**config.mk**
```make
export PLATFORM = sky130hd
export DESIGN_NAME = cpu_state_seq
export DESIGN_NICKNAME = d
export VERILOG_FILES = /design/src/rtl/cpu_state_pkg.sv /design/src/rtl/cpu_rel_sync.sv /design/src/rtl/cpu_state_next.sv /design/src/rtl/cpu_state_seq.sv
export SDC_FILE = /design/constraint.sdc
export NUM_CORES = 1
export LEC_CHECK = 0
export ABC_AREA = 1
export ABC_CLOCK_PERIOD_IN_PS = 1800
export BUFFER_PORTS_ARGS = -buffer_cell sky130_fd_sc_hd__buf_2
export CAP_MARGIN = 20
export CORE_AREA = 4 4 41 43
export DETAILED_ROUTE_END_ITERATION = 10
export DIE_AREA = 0 0 45 47
export GPL_TIMING_DRIVEN = 0
export HOLD_SLACK_MARGIN = 0.05
export PLACE_DENSITY = 0.46
export SLEW_MARGIN = 20
export SYNTH_ARGS = -nofsm -noshare
export SYNTH_HDL_FRONTEND = slang
export SYNTH_HIERARCHICAL = 1
export SYNTH_SLANG_ARGS = --single-unit
```
**constraint.sdc**
```tcl
create_clock -name clk -period 1.8 [get_ports clk]
set_input_delay 0.18 -clock clk [delete_from_list [all_inputs] [get_ports clk]]
set_output_delay 0.18 -clock clk [all_outputs]
set_load 0.1 [all_outputs]
```
**src/rtl/cpu_state_pkg.sv**
```systemverilog
package cpu_state_pkg;

    typedef enum logic [1:0] {
        ST_RESET = 2'd0,
        ST_EXC   = 2'd1,
        ST_RUN   = 2'd2,
        ST_HALT  = 2'd3
    } cpu_state_e;

    localparam int NUM_STATES = 4;

    typedef struct packed {
        logic irq;
        logic sleep;
        logic done;
    } cpu_strobes_t;

    function automatic logic [NUM_STATES-1:0] state_to_onehot(input cpu_state_e s);
        logic [NUM_STATES-1:0] v;
        v = '0;
        v[s] = 1'b1;
        return v;
    endfunction

endpackage

```
**src/rtl/cpu_rel_sync.sv**
```systemverilog
module cpu_rel_sync #(
    parameter int SYNC_STAGES = 2
) (
    input  logic clk,
    input  logic rst,
    output logic rel_o
);
    logic [SYNC_STAGES-1:0] stage_q;

    for (genvar g = 0; g < SYNC_STAGES; g++) begin : g_stage
        if (g == 0) begin : g_first
            always_ff @(posedge clk) begin
                if (rst) stage_q[0] <= 1'b0;
                else     stage_q[0] <= 1'b1;
            end
        end else begin : g_rest
            always_ff @(posedge clk) begin
                if (rst) stage_q[g] <= 1'b0;
                else     stage_q[g] <= stage_q[g-1];
            end
        end
    end

    assign rel_o = stage_q[SYNC_STAGES-1];


    rel_follow_chk: assert property (@(posedge clk) disable iff (rst)
        rel_o |=> rel_o);
endmodule

```
**src/rtl/cpu_state_next.sv**
```systemverilog
module cpu_state_next
    import cpu_state_pkg::*;
(
    input  cpu_state_e   cur_i,
    input  logic         rel_i,
    input  cpu_strobes_t stb_i,
    output cpu_state_e   nxt_o
);
    always_comb begin
        nxt_o = cur_i;
        unique case (cur_i)
            ST_RESET: if (rel_i)     nxt_o = ST_EXC;
            ST_EXC:   if (stb_i.done) nxt_o = ST_RUN;
            ST_RUN: begin
                if (stb_i.irq)        nxt_o = ST_EXC;
                else if (stb_i.sleep) nxt_o = ST_HALT;
            end
            ST_HALT:  if (stb_i.irq) nxt_o = ST_EXC;
            default:  nxt_o = ST_RESET;
        endcase
    end
endmodule

```
**src/rtl/cpu_state_seq.sv**
```systemverilog
module cpu_state_seq
    import cpu_state_pkg::*;
#(
    parameter int SYNC_STAGES = 2
) (
    input  logic                  clk,
    input  logic                  rst,
    input  logic                  irq_req,
    input  logic                  sleep_strobe,
    input  logic                  exc_done,
    output logic [NUM_STATES-1:0] state_onehot,
    output logic                  fetch_en,
    output logic                  halt_gate_req,
    output logic                  exc_entry
);
    cpu_state_e   state_q, state_d;
    cpu_strobes_t stb;
    logic         rel;
    logic         entry_q;

    assign stb = '{irq: irq_req, sleep: sleep_strobe, done: exc_done};

    cpu_rel_sync #(.SYNC_STAGES(SYNC_STAGES)) u_sync (
        .clk  (clk),
        .rst  (rst),
        .rel_o(rel)
    );

    cpu_state_next u_next (
        .cur_i(state_q),
        .rel_i(rel),
        .stb_i(stb),
        .nxt_o(state_d)
    );

    always_ff @(posedge clk) begin
        if (rst) begin
            state_q <= ST_RESET;
            entry_q <= 1'b0;
        end else begin
            state_q <= state_d;
            entry_q <= (state_d == ST_EXC) && (state_q != ST_EXC);
        end
    end

    assign state_onehot  = state_to_onehot(state_q);
    assign fetch_en      = (state_q == ST_RUN);
    assign halt_gate_req = (state_q == ST_HALT);
    assign exc_entry     = entry_q;


    onehot_chk: assert property (@(posedge clk) disable iff (rst)
        $countones(state_onehot) == 1);


    excl_enable_chk: assert property (@(posedge clk) disable iff (rst)
        !(fetch_en && halt_gate_req));


    hold_reset_chk: assert property (@(posedge clk) disable iff (rst)
        (state_onehot[0] && !rel) |=> state_onehot[0]);


    done_run_chk: assert property (@(posedge clk) disable iff (rst)
        (state_onehot[1] && exc_done) |=> fetch_en);


    irq_wins_chk: assert property (@(posedge clk) disable iff (rst)
        (fetch_en && irq_req && sleep_strobe) |=> (state_onehot[1] && exc_entry));


    halt_stay_chk: assert property (@(posedge clk) disable iff (rst)
        (halt_gate_req && !irq_req) |=> halt_gate_req);


    pulse_single_chk: assert property (@(posedge clk) disable iff (rst)
        exc_entry |=> !exc_entry);


    pulse_in_exc_chk: assert property (@(posedge clk) disable iff (rst)
        exc_entry |-> state_onehot[1]);
endmodule

```
==> results.toml <==
[logic_synthesis]
synth-seq-area-share_pct = 44.2
synthesis.area_um2 = 226
yosys-top-cells-area = "dfxtp_1 (44%), inv_1 (13%), nand2_1 (9.9%), buf_4 (6.6%), nand2_2 (5.5%)"
ys_types = 11
synth_fp_nets = 38
ys_ff_latch = 5
syn_avg_cell_area_um2 = 6.86
synthCells = 33
synth_top_area_cell = "dfxtp_1"
ys_warn_count = 6
yosys.area.top_type_share_pct = 44.2

[timing]
setup_slack_ps = 264
setup_tns_ps = 0
setup_viol = 0
skew_ps = 1.96
hold_violations = 0
worst_pin_slew_ps = 489
relSlewSlack_pct = 67.6
rsz0062_at_grt = "false"
whs_ps = 147
max_freq_ghz = 0.651
fin_crit_ps = 1540
slew_viol_final = 0
finalCritPeriodShare_pct = 85.3

[clock_tree]
insertion_delay_ps = 240
postCtsHoldBufs = 0
cts-root-buf = "clkbuf_4"
postCtsResizedCells = 0
path_clk_slew_ps = 40
post_cts_buffers = 0
cts_tree = "done"
clockBufferDepth = 2
htree_levels = 1
clock-sinks = 5
cts_buffers = 3

[pwr]
p_leak_nw = 0.205
vdd_drop_max_uv = 319
power_density_nw_per_um2 = 1100
power.total_mw = 0.369

[setup_path]
cp.arrival_ps = 1360
path_delay_family = "buffers and inverters"
critPathLaunchType = "flop"
worstPathCellList = "nand2_1 -> inv_1 -> buf_4 -> buf_2"
crit_start = "state_q[0]"
critical_path.max_fanout = 6
reg2regPathDepth = 5
timing.rr.start = "state_q[0]"
cp_data_required_time_ps = 1620
critPathCapture = "state_onehot[3]"
slowest_delay_ps = 460
crit_path_end_kind = "primary output"
critPathBufInv = 3
ff2ff_setup_slack_ps = 810
slowest_stage = "dfxtp_1"
reg2reg_to = "exc_entry"
worst-path-stages = 4
worst-setup-path-type = "reg2out"

[routing]
via_per_inst = 3.41
dr.pass1.iters = 3
finalWirelength_um = 469
postRouteAntennaNets = 0
drt_iter0_drc = 4
via_count = 215
drc = 0
wl_per_cell_um = 7.44

[floorplanning]
die-area_um2 = 2120
die_x_um = 45
initial_core_util_pct = 17.4
io_pins = 12
fp.dieH_um = 47
fp-row-count = 13
core_um2 = 1300

[cells_and_area]
nNetsFinal = 54
regArea_um2 = 100
drive_gt1_share_pct = 47.9
fillers = 164
syn_to_final_growth_pct = 47.5
multi_input_area_um2 = 81.3
antennaDiodeCount = 0

[worst_hold_path]
worstHoldPathCells = 2
min-delay-start = "rst"
hold_class = "in2reg"

[global_route]
gr-usage-all-layers_pct = 5.38
grt_pass1_wl_um = 786
grt_overflow = 0
grt_pass1_vias = 206
antenna_found_initial = 0
grt_max_degree = 7

[flow_run]
max_cap_viol_count = 0

[place]
place_congestion = 0.662
dp_hpwl_um = 358
dp_slack_ps = 504
portBuffers = 11

[run_status]
outcome = "complete, no violations"
power breakdown:
group,internal [mW],total [mW],leakage [nW],switching (mW)
Clock,0.0838,0.130,0.0150,0.0458
Combinational,0.0210,0.114,0.148,0.0925
Sequential,0.119,0.126,0.0414,0.00704
Total,0.224,0.369,0.205,0.145
worst min path at each step:
stage | slack (ps) | end
3_5_place_dp | 390 | u_sync/stage_q[0]
2_1_floorplan | 240 | u_sync/stage_q[0]
4_1_cts | 140 | u_sync/stage_q[0]
6_report | 150 | u_sync/stage_q[0]
5_1_grt | 140 | u_sync/rel_o
3_3_place_gp | 390 | u_sync/stage_q[0]
kinds of logic after synthesis:
logic type	after synthesis	synth area share, %
flip-flops	5	44.2
AO/OA/AOI/OAI	2	4.42
buffers and inverters	12	23.2
AND/OR/NAND/NOR	14	28.2
cells in the final DEF (no fill, tap or decap), drive strengths merged:
| cell type | count |
|---|---|
| buf | 13 |
| nand3 | 1 |
| o21ai | 2 |
| clkbuf | 4 |
| nor2 | 5 |
| dfxtp | 5 |
| nand2 | 8 |
| inv | 10 |
cells in the mapped netlist:
master,instances
nand2_1,6
nand3_1,1
nor2_1,3
dfxtp_1,5
nand2_2,2
nor2_2,2
inv_2,2
o21ai_1,1
inv_1,8
buf_4,2
o21ai_0,1
flip-flops by register name, indices dropped and copies added, names as in the netlist:
register	cells
state_q	2
exc_entry	1
u_sync/stage_q	1
u_sync/rel_o	1
layer usage:
metal / share of wire [%] / GRT usage (%) / routed length [µm] / vias to the layer above
met4: 0 / 5.26 / 0 / 0
met3: 13 / 2.30 / 59 / 0
met1: 52 / 6.15 / 244 / 84
met2: 35 / 7.34 / 166 / 11
met5: 0 / 0 / 0 / -
li1: - / - / - / 120
final cells by class:
cell class / count / share of cell area, %
multi-input cells: 16 / 24.3
well taps: 15 / 5.62
flip-flops and latches: 5 / 30.0
clock buffers: 4 / 7.87
plain buffers: 2 / 4.49
repair buffers: 11 / 16.5
inverters: 10 / 11.2
metrics by stage:
step | util, % | area (µm²) | std cells
after floorplan | - | 234 | 33
after global placement | 23.7 | 308 | 59
after detailed placement | 23.7 | 308 | 59
after CTS | 25.7 | 334 | 63
after global routing | 25.7 | 334 | 63
final | 25.7 | 334 | 63
Power figures use the tool's default switching activity.
